[config.mk]
export PLATFORM = sky130hd
export DESIGN_NAME = cascade_irq_ctrl
export DESIGN_NICKNAME = d
export VERILOG_FILES = /design/src/rtl/cic_pkg.sv /design/src/rtl/cic_prienc.sv /design/src/rtl/cic_group.sv /design/src/rtl/cic_regs.sv /design/src/rtl/cascade_irq_ctrl.sv
export SDC_FILE = /design/constraint.sdc
export NUM_CORES = 1
export LEC_CHECK = 0
export CORE_UTILIZATION = 49
export DETAILED_ROUTE_END_ITERATION = 8
export GPL_ROUTABILITY_DRIVEN = 0
export PLACE_DENSITY = 0.79
export SLEW_MARGIN = 40
export SYNTH_ARGS = -nofsm -noshare
export SYNTH_HDL_FRONTEND = slang
export SYNTH_SLANG_ARGS = --single-unit
[constraint.sdc]
create_clock -name clk -period 3.9 [get_ports clk]
set_input_delay 0.585 -clock clk [delete_from_list [all_inputs] [get_ports clk]]
set_output_delay 0.585 -clock clk [all_outputs]
set_load 0.02 [all_outputs]
[src/rtl/cic_pkg.sv]
package cic_pkg;
  typedef enum logic [1:0] {
    CLS_LOCAL   = 2'd0,
    CLS_TIMER   = 2'd1,
    CLS_BUSERR  = 2'd2,
    CLS_COUNTER = 2'd3
  } src_class_e;

  // processor line numbers; these double as the vector of non-local classes
  localparam int LINE_GRP0   = 2;
  localparam int LINE_GRP1   = 3;
  localparam int LINE_CTR0   = 4;
  localparam int LINE_CTR1   = 5;
  localparam int LINE_BUSERR = 6;
  localparam int LINE_TIMER  = 7;

  // number of mask registers and address width of the register port
  localparam int NUM_MASKS = 4;
  localparam int ADDR_W    = 3;
endpackage

[src/rtl/cic_prienc.sv]
// Highest-index-wins priority encoder.
module cic_prienc #(
  parameter int W     = 8,
  parameter int IDX_W = $clog2(W)
) (
  input  logic [W-1:0]     req_i,
  output logic [IDX_W-1:0] idx_o,
  output logic             any_o
);
  always_comb begin
    idx_o = '0;
    for (int i = 0; i < W; i++) begin
      if (req_i[i]) idx_o = IDX_W'(i);
    end
  end
  assign any_o = |req_i;
endmodule

[src/rtl/cic_group.sv]
// One local group with its cascaded view of the shared mappable bank.
module cic_group #(
  parameter int W         = 8,
  parameter int CASC_BIT  = W - 1,
  parameter int LOC_BASE  = 0,
  parameter int MAP_BASE  = 2 * W,
  parameter int VEC_W     = 6
) (
  input  logic             clk,
  input  logic             rst_n,
  input  logic [W-1:0]     stat_i,
  input  logic [W-1:0]     mask_i,
  input  logic [W-1:0]     map_stat_i,
  input  logic [W-1:0]     map_mask_i,
  output logic [W-1:0]     eff_stat_o,
  output logic             line_o,
  output logic             found_o,
  output logic [VEC_W-1:0] vec_o
);
  localparam int IDX_W = $clog2(W);

  logic [W-1:0]     map_sel;
  logic [W-1:0]     pend;
  logic             casc_sum;
  logic [IDX_W-1:0] loc_idx, map_idx;
  logic             loc_any, map_any;

  assign map_sel  = map_stat_i & map_mask_i;
  assign casc_sum = |map_sel;

  always_comb begin
    eff_stat_o           = stat_i;
    eff_stat_o[CASC_BIT] = stat_i[CASC_BIT] | casc_sum;
  end

  assign pend   = eff_stat_o & mask_i;
  assign line_o = |pend;

  cic_prienc #(.W(W)) u_loc_enc (.req_i(pend),    .idx_o(loc_idx), .any_o(loc_any));
  cic_prienc #(.W(W)) u_map_enc (.req_i(map_sel), .idx_o(map_idx), .any_o(map_any));

  always_comb begin
    if (pend[CASC_BIT]) begin
      found_o = map_any;
      vec_o   = VEC_W'(MAP_BASE) + VEC_W'(map_idx);
    end else begin
      found_o = loc_any;
      vec_o   = VEC_W'(LOC_BASE) + VEC_W'(loc_idx);
    end
  end

  // the mapped range is chosen exactly when the cascade bit is pending
  p_map_range_r5: assert property (@(posedge clk) disable iff (!rst_n)
    (found_o && pend[CASC_BIT]) |-> (vec_o >= VEC_W'(MAP_BASE)));
  // the reported mapped source really is active and selected
  p_map_src_live_r3: assert property (@(posedge clk) disable iff (!rst_n)
    (found_o && pend[CASC_BIT]) |-> map_sel[IDX_W'(vec_o - VEC_W'(MAP_BASE))]);
endmodule

[src/rtl/cic_regs.sv]
// Mask registers and read-back multiplexer.
module cic_regs
  import cic_pkg::*;
#(
  parameter int W = 8
) (
  input  logic                        clk,
  input  logic                        rst_n,
  input  logic                        wr_en_i,
  input  logic [ADDR_W-1:0]           addr_i,
  input  logic [W-1:0]                wdata_i,
  input  logic [W-1:0]                eff0_i,
  input  logic [W-1:0]                eff1_i,
  input  logic [W-1:0]                map_stat_i,
  input  logic [W-1:0]                lines_i,
  output logic [NUM_MASKS-1:0][W-1:0] mask_o,
  output logic [W-1:0]                rdata_o
);
  logic [NUM_MASKS-1:0][W-1:0] mask_q;
  logic                        is_mask_addr;

  assign is_mask_addr = (addr_i < ADDR_W'(NUM_MASKS));

  always_ff @(posedge clk) begin
    if (!rst_n) begin
      mask_q <= '0;
    end else if (wr_en_i && is_mask_addr) begin
      mask_q[addr_i[1:0]] <= wdata_i;
    end
  end

  assign mask_o = mask_q;

  always_comb begin
    unique case (addr_i)
      3'd0, 3'd1, 3'd2, 3'd3: rdata_o = mask_q[addr_i[1:0]];
      3'd4:    rdata_o = eff0_i;
      3'd5:    rdata_o = eff1_i;
      3'd6:    rdata_o = map_stat_i;
      default: rdata_o = lines_i;
    endcase
  end

  // a mask write is visible after the next edge
  p_write_lands_r9: assert property (@(posedge clk) disable iff (!rst_n)
    (wr_en_i && is_mask_addr) |=> (mask_q[$past(addr_i[1:0])] == $past(wdata_i)));
  // writes to status views leave every mask untouched
  p_ro_ignored_r9: assert property (@(posedge clk) disable iff (!rst_n)
    (wr_en_i && !is_mask_addr) |=> $stable(mask_q));
endmodule

[src/rtl/cascade_irq_ctrl.sv]
module cascade_irq_ctrl
  import cic_pkg::*;
#(
  parameter int W        = 8,
  parameter int CASC_BIT = W - 1
) (
  input  logic                      clk,
  input  logic                      rst_n,
  input  logic                      reg_wr_en,
  input  logic [ADDR_W-1:0]         reg_addr,
  input  logic [W-1:0]              reg_wdata,
  output logic [W-1:0]              reg_rdata,
  input  logic [W-1:0]              grp0_stat_i,
  input  logic [W-1:0]              grp1_stat_i,
  input  logic [W-1:0]              map_stat_i,
  input  logic                      cpu_timer_i,
  input  logic                      buserr_i,
  input  logic                      ctr0_i,
  input  logic                      ctr1_i,
  output logic                      irq_valid_o,
  output logic [$clog2(4*W):0]      irq_vector_o,
  output logic [1:0]                irq_class_o
);
  localparam int VEC_W  = $clog2(4 * W) + 1;
  localparam int NGRP   = 2;

  logic [NUM_MASKS-1:0][W-1:0] mask;
  logic [NGRP-1:0][W-1:0]      grp_stat, eff;
  logic [NGRP-1:0]             gline, gfound;
  logic [NGRP-1:0][VEC_W-1:0]  gvec;
  logic [W-1:0]                lines;

  assign grp_stat[0] = grp0_stat_i;
  assign grp_stat[1] = grp1_stat_i;

  for (genvar g = 0; g < NGRP; g++) begin : g_grp
    cic_group #(
      .W(W), .CASC_BIT(CASC_BIT), .LOC_BASE(g * W),
      .MAP_BASE((2 + g) * W), .VEC_W(VEC_W)
    ) u_grp (
      .clk(clk), .rst_n(rst_n),
      .stat_i(grp_stat[g]), .mask_i(mask[g]),
      .map_stat_i(map_stat_i), .map_mask_i(mask[2 + g]),
      .eff_stat_o(eff[g]), .line_o(gline[g]),
      .found_o(gfound[g]), .vec_o(gvec[g])
    );
  end

  always_comb begin
    lines              = '0;
    lines[LINE_GRP0]   = gline[0];
    lines[LINE_GRP1]   = gline[1];
    lines[LINE_CTR0]   = ctr0_i;
    lines[LINE_CTR1]   = ctr1_i;
    lines[LINE_BUSERR] = buserr_i;
    lines[LINE_TIMER]  = cpu_timer_i;
  end

  cic_regs #(.W(W)) u_regs (
    .clk(clk), .rst_n(rst_n),
    .wr_en_i(reg_wr_en), .addr_i(reg_addr), .wdata_i(reg_wdata),
    .eff0_i(eff[0]), .eff1_i(eff[1]), .map_stat_i(map_stat_i),
    .lines_i(lines), .mask_o(mask), .rdata_o(reg_rdata)
  );

  // fixed-order line resolution
  logic             nx_valid;
  logic [VEC_W-1:0] nx_vec;
  src_class_e       nx_cls;

  always_comb begin
    nx_valid = 1'b0;
    nx_vec   = '0;
    nx_cls   = CLS_LOCAL;
    if (cpu_timer_i) begin
      nx_valid = 1'b1; nx_cls = CLS_TIMER;  nx_vec = VEC_W'(LINE_TIMER);
    end else if (gline[0]) begin
      nx_valid = 1'b1;
      nx_vec   = gfound[0] ? gvec[0] : '0;
    end else if (gline[1]) begin
      nx_valid = gfound[1];
      nx_vec   = gfound[1] ? gvec[1] : '0;
    end else if (buserr_i) begin
      nx_valid = 1'b1; nx_cls = CLS_BUSERR; nx_vec = VEC_W'(LINE_BUSERR);
    end else if (ctr0_i) begin
      nx_valid = 1'b1; nx_cls = CLS_COUNTER; nx_vec = VEC_W'(LINE_CTR0);
    end else if (ctr1_i) begin
      nx_valid = 1'b1; nx_cls = CLS_COUNTER; nx_vec = VEC_W'(LINE_CTR1);
    end
  end

  always_ff @(posedge clk) begin
    if (!rst_n) begin
      irq_valid_o  <= 1'b0;
      irq_vector_o <= '0;
      irq_class_o  <= CLS_LOCAL;
    end else begin
      irq_valid_o  <= nx_valid;
      irq_vector_o <= nx_vec;
      irq_class_o  <= nx_cls;
    end
  end

  // the processor timer beats every other line
  p_timer_first_r7: assert property (@(posedge clk) disable iff (!rst_n)
    cpu_timer_i |=> (irq_valid_o && irq_class_o == CLS_TIMER
                     && irq_vector_o == VEC_W'(LINE_TIMER)));
  // an idle output carries no stale vector
  p_idle_zero_r11: assert property (@(posedge clk) disable iff (!rst_n)
    !irq_valid_o |-> (irq_vector_o == '0 && irq_class_o == CLS_LOCAL));
  // non-local classes carry a line number 4..7
  p_nonlocal_vec_r6: assert property (@(posedge clk) disable iff (!rst_n)
    (irq_valid_o && irq_class_o != CLS_LOCAL) |->
      (irq_vector_o >= VEC_W'(LINE_CTR0) && irq_vector_o <= VEC_W'(LINE_TIMER)));
  // with every source quiet, nothing is reported next cycle
  p_quiet_r10: assert property (@(posedge clk) disable iff (!rst_n)
    (!cpu_timer_i && !buserr_i && !ctr0_i && !ctr1_i && grp0_stat_i == '0
     && grp1_stat_i == '0 && map_stat_i == '0) |=> !irq_valid_o);
endmodule

# ---- Word-level counts from Yosys, hierarchy flattened
# Index checks and enable logic that the tools add are counted.
dict set report totals {
  ff_bits 41
  inputBits 42
}
dict set report op_classes {
  n_eq_ne 6
  n_addsub 3
  n_bitwise 7
  reduce_logical 10
  muxes 57
  order_cmp 3
}
# op count
set op_table {}
lappend op_table {{$mux 3} 27}
lappend op_table {{$mux 6} 6}
lappend op_table {{$and 8x8->8} 4}
lappend op_table {{$bwmux 32} 1}
lappend op_table {{$pmux 8 s4} 1}
lappend op_table {{$reduce_or 8->1} 4}
lappend op_table {{$reduce_or 18->1} 1}
lappend op_table {{$bmux 8 s2} 1}
lappend op_table {{$demux 8 s2} 1}
lappend op_table {{$mux 8} 2}
lappend op_table {{$mux 1} 15}
lappend op_table {{$add 5x3->6 const A} 2}
lappend op_table {{$eq 3x3->1 const B} 3}
lappend op_table {{$eq 3x2->1 const B} 2}
lappend op_table {{$mux 2} 3}
lappend op_table {{$add 4x3->5 const A} 1}
lappend op_table {{$reduce_or 4->1} 1}
lappend op_table {{$eq 3x1->1 const B} 1}
lappend op_table {{$logic_not 3->1} 1}
lappend op_table {{$lt 2x3->1 const B} 1}
lappend op_table {{$lt 3x3->1 const B} 1}
lappend op_table {{$ge 2x1->1 const B} 1}
lappend op_table {{$logic_and 1x1->1} 2}
lappend op_table {{$or 1x1->1} 2}
lappend op_table {{2 further kinds} 2}

# ---- Logic depth before layout (Yosys ltp)
dict set report logic_depth {
  depth_word 17
  mapped_depth 7
  depth_no_buf 5
}

# ---- By module
# From an unflattened synthesis, not the netlist that was laid out.
dict set report unflattened {
  cells_unflattened 324
  hier_area_um2 3029.2
}
# module seq_area_each_um2 area_each_um2 cells_each n_inst
set by_module_without_submodules {}
lappend by_module_without_submodules {cic_regs 640.6 1771.7 154 1}
lappend by_module_without_submodules {cascade_irq_ctrl 180.2 362.8 39 1}
lappend by_module_without_submodules {{cic_group at g_grp[1].u_grp} 0.0 316.6 42 1}
lappend by_module_without_submodules {{cic_group at g_grp[0].u_grp} 0.0 312.8 41 1}
lappend by_module_without_submodules {cic_prienc 0.0 66.3 12 4}

# ---- Worst setup path after synthesis
# No wires, ideal clock.
dict set report synth_path {
  path_type {input to output}
  start {input map_stat_i[2]}
  end {output reg_rdata[7]}
  stages 4
  path_buffers 0
  path_slack_ns 1.361
  arrival_ns 1.954
  cell_sequence {a222oi_1 nand3_1 mux4_2 mux2_4}
}
dict set report synth_between {
  elab_chain_len 4
  elab_cells_between_ends 7
}
# item line_no
set synth_rtl {}
lappend synth_rtl {{start: declaration} cascade_irq_ctrl.sv:15} ;# input logic [W-1:0] map_stat_i,
lappend synth_rtl {{$and 8x8->8} cic_group.sv:28} ;# assign map_sel = map_stat_i & map_mask_i;
lappend synth_rtl {{$reduce_or 8->1} cic_group.sv:29} ;# assign casc_sum = |map_sel;
lappend synth_rtl {{$or 1x1->1} cic_group.sv:33} ;# eff_stat_o[CASC_BIT] = stat_i[CASC_BIT] | casc_sum;
lappend synth_rtl {{$pmux 8 s4 *} cic_regs.sv:35} ;# unique case (addr_i)
lappend synth_rtl {{end: declaration} cascade_irq_ctrl.sv:12} ;# output logic [W-1:0] reg_rdata,
# Mark *: on every way between the ends. The rest lies on a longest branch, timed or not.

# ---- Final worst setup path
dict set report layout_path {
  start {input map_stat_i[4]}
  end {output reg_rdata[7]}
}
# The elaborated chain is that of the path after synthesis.

==> implementation parameters <==
Parameter                              Value

Outcome
  Status    finished clean

Power and ir drop
  Total power of the final layout    1.05 mW
  Net Switching    0.263 mW
  Combinational share of power    0.208
  Static power due to leakage    1.11 nW
  VDD IR-drop max    213 uV
  Switching fraction of total power    0.251
  Internal power contribution    ~0.79 mW
  Power per cell area    319 nW/um^2
  Share of power burned in the clock network    0.381
  Part of the total power dissipated in sequential elements    0.411

Floorplanning
  Core Box Area    4850 sq um
  Starting Density    0.520
  Full die area    5440 sq um
  Chip Height    73.7 microns
  I/O pin cnt    59
  Standard-cell rows    25
  Die boundary width    between 70 and 80 microns

Logic synthesis
  Number of enable-type register cells in the synthesized netlist    0
  Post-synthesis sequential element count    40
  Fraction of synthesis flops using an asynchronous set or reset pin    0
  Top_reg_cell synth    sky130_fd_sc_hd__dfxtp_1
  Total nets after synthesis    between 300 and 400
  Post-synthesis cell type count    a little over 50
  Syn_area_per_cell    8.66 sq um
  Cell count after synthesis    291
  Sequential-to-total area share from yosys stat    0.318
  Synthesized cell area    2520 sq um
  Count of yosys warnings during synthesis    0

Setup path
  Launching point of the worst reg2reg path    u_regs.mask_o[4]$_SDFFE_PN0P_
  Setup slack of the most critical reg-to-reg path    a little under 2 ns
  Cell Chain, Critical Path    clkdlybuf4s50_1 > a222oi_1 > nand3_1 > mux4_2 > mux2_4 > clkdlybuf4s50_1
  Capture instance of the worst register-to-register path    irq_class_o[0]$_SDFF_PN0_
  Nature of the critical path endpoint    primary output
  Library cell appearing most often on the critical path    sky130_fd_sc_hd__clkdlybuf4s50_1
  Peak per-stage delay on the critical path    ~0.54 ns
  Worst Path Class, Setup    input pin to primary output
  Arrival time at the worst endpoint    3.05 ns
  Worst Reg-to-Reg Cells    5
  Required time at the worst-slack endpoint    3.31 ns
  Type of element launching the critical path    input pin
  Crit-path max FO    6
  Worst path slowest cell    sky130_fd_sc_hd__clkdlybuf4s50_1

Route
  First drt pass iteration count    5
  Via/cell ratio    roughly 6.3
  Initial detailed-routing violation count    362
  Post-detailed-route DRC marker count    0
  Routed via count    approximately 2600
  Final ANT Viol Nets    0
  Average wire length per cell after detail routing    about 18 microns
  Final routed wirelength across all metal layers    7470 microns

Timing
  Post-route setup TNS    0 ns
  Number of max-slew violations in the final report    0
  Slew of the pin with the lowest slew margin    0.649 ns
  Worst setup slack after layout    0.263 ns
  Worst rel slew slack    0.566
  Highest clock frequency the design can meet    275 MHz
  Period utilization    0.933
  Clock Skew    around 0.0044 ns
  Number of setup violations in the final report    0
  Final Hold Violating Endpoints    0
  Setup repair after global routing missed its margin    false
  Time the final worst path needs with I/O delays and setup    3.64 ns

Layout
  Area occupied by multi-input gates    1630 sq um
  Post-layout instance count excluding filler cells    415
  Total number of nets in the final design    390
  Area growth from synthesis to layout    30.5%
  Register cell area after layout    801 sq um
  Top library cells by usage in the layout, fill and taps aside    sky130_fd_sc_hd__nand2_1 (72), sky130_fd_sc_hd__clkdlybuf4s50_1 (57), sky130_fd_sc_hd__dfxtp_1 (40)
  Most common cell after layout, fill and taps aside    sky130_fd_sc_hd__nand2_1
  Fraction of layout cells with a size suffix above 1    0.106
  Total non-filler cell area in the finished layout    3290 sq um
  Number of antenna diodes    0
  Number of fill cells in the layout    419

Hold path
  Hold Path Origin    u_regs.mask_o[0]$_SDFFE_PN0P_
  End of the worst hold path    u_regs.mask_o[0]$_SDFFE_PN0P_
  Number of cells on the worst hold path    2
  HP Class    register to register

Clock tree
  Number of levels in the clock H-tree    2
  Clock-pin slew on the worst setup and hold paths    ~0.080 ns
  Number of buffers added to fix hold violations after cts    0
  Clock buffers created by TritonCTS    5
  Clock sink count    40
  Resize count post-CTS    0
  Largest buffer count on any clock path    2
  Setup repair bufs after CTS    0
  Library cell used as clock root buffer    sky130_fd_sc_hd__clkbuf_8
  Clock insertion delay at the later pin of the skew report    roughly 0.29 ns
  TritonCTS clock tree    yes

GRT
  Global Route Usage Sum    0.295
  First-pass GRT wire length    around 12000 microns
  Largest net degree at the start of global routing    39
  Antenna violations before repair    0
  Number of global-route vias before repair    ~2300
  Total overflow reported by the global router    0

Placed design
  Place WS    ~0.34 ns
  Number of cells in the design after placement    around 410
  Post-detailed-placement cell area    3160 sq um
  Total of buffers placed on input and output ports    57
  Half-perimeter wire length after detailed placement    5650 microns

Job
  Max_cap viols    0
==> metrics by stage <==
step / hold slack (ns) / util
floorplan: 0.453 / -
global placement: 0.489 / 0.651
detailed placement: 0.485 / 0.652
CTS: 0.496 / 0.678
global route: 0.546 / 0.678
finish: 0.497 / 0.678
==> synth_stat cells (2+ instances only) <==
master | instances | share of area
sky130_fd_sc_hd__a211oi_1 | 2 | 0.0060
sky130_fd_sc_hd__a21boi_0 | 25 | 0.074
sky130_fd_sc_hd__a21oi_1 | 9 | 0.018
sky130_fd_sc_hd__a221oi_1 | 4 | 0.014
sky130_fd_sc_hd__a222oi_1 | 5 | 0.020
sky130_fd_sc_hd__a22oi_1 | 8 | 0.024
sky130_fd_sc_hd__a311oi_1 | 3 | 0.010
sky130_fd_sc_hd__a31o_2 | 2 | 0.0069
sky130_fd_sc_hd__a32o_1 | 3 | 0.012
sky130_fd_sc_hd__a32oi_1 | 2 | 0.0069
sky130_fd_sc_hd__and2_1 | 3 | 0.0074
sky130_fd_sc_hd__and3_1 | 2 | 0.0050
sky130_fd_sc_hd__buf_1 | 2 | 0.0030
sky130_fd_sc_hd__buf_4 | 2 | 0.0060
sky130_fd_sc_hd__buf_6 | 2 | 0.0089
sky130_fd_sc_hd__clkbuf_1 | 8 | 0.012
sky130_fd_sc_hd__dfxtp_1 | 40 | 0.32
sky130_fd_sc_hd__inv_1 | 3 | 0.0045
sky130_fd_sc_hd__mux2_2 | 3 | 0.013
sky130_fd_sc_hd__mux2i_1 | 14 | 0.056
sky130_fd_sc_hd__mux4_2 | 12 | 0.11
sky130_fd_sc_hd__nand2_1 | 72 | 0.11
sky130_fd_sc_hd__nand2b_1 | 3 | 0.0074
sky130_fd_sc_hd__nand3_1 | 5 | 0.0099
sky130_fd_sc_hd__nor2_1 | 11 | 0.016
sky130_fd_sc_hd__nor2b_1 | 9 | 0.022
sky130_fd_sc_hd__nor3_1 | 2 | 0.0040
sky130_fd_sc_hd__nor3b_1 | 2 | 0.0060
sky130_fd_sc_hd__nor4_1 | 2 | 0.0050
sky130_fd_sc_hd__o211ai_1 | 2 | 0.0060
sky130_fd_sc_hd__o21a_1 | 3 | 0.0089
sky130_fd_sc_hd__o21ai_0 | 7 | 0.014
==> kinds of logic after synthesis <==
| kind of cell | after synthesis | share of synthesized area |
|---|---|---|
| flops | 40 | 0.318 |
| mux | 30 | 0.182 |
| other cells | 1 | 0.00149 |
| buf+inv | 18 | 0.0362 |
| simple gates | 118 | 0.210 |
| compound gates | 84 | 0.252 |
==> final cells by class <==
cell class	instances	area share
multi-input cells	233	0.497
flip-flops and latches	40	0.243
repair buffers	65	0.192
well taps	67	0.0255
clock buffers	5	0.0209
clock inverters	2	0.0183
inverters	3	0.00342
==> routing by layer <==
layer | up-vias | global-route usage | part of all wire
met3 | 31 | 0.0590 | 0.10
met1 | 1205 | 0.399 | 0.40
li1 | 1203 | - | -
met2 | 164 | 0.459 | 0.46
met4 | 0 | 0.120 | 0.038
met5 | - | 0 | 0
==> state kept, by name (all words and copies together), names as in the netlist <==
| register | flops |
|---|---|
| irq_valid_o | 1 |
| irq_class_o | 2 |
| u_regs.mask_o | 32 |
| irq_vector_o | 5 |
==> power by group through the flow <==
stage / Combinational, mW / Clock, mW / Sequential, mW
floorplan: 0.105 / 0 / 0.444
global placement: 0.213 / 0 / 0.440
detailed placement: 0.215 / 0 / 0.441
CTS: 0.217 / 0.405 / 0.431
global route: 0.235 / 0.419 / 0.433
finish: 0.219 / 0.399 / 0.431
==> critical path, delay by kind of cell <==
kind	cells	cell delay [ns]
muxes	2	0.73
AOI/OAI and AO/OA	1	0.53
and+or+nand+nor	1	0.14
buffers and inverters	2	1.06
==> worst max path at each step <==
| stage | start | end | slack (ns) |
|---|---|---|---|
| global placement | map_stat_i[0] | reg_rdata[7] | 0.36 |
| finish | map_stat_i[4] | reg_rdata[7] | 0.26 |
| CTS | map_stat_i[4] | reg_rdata[7] | 0.30 |
| detailed placement | map_stat_i[0] | reg_rdata[7] | 0.34 |
| global route | reg_addr[1] | reg_rdata[2] | 0.14 |
| floorplan | map_stat_i[2] | reg_rdata[7] | 1.36 |
Power figures use the tool's default switching activity.
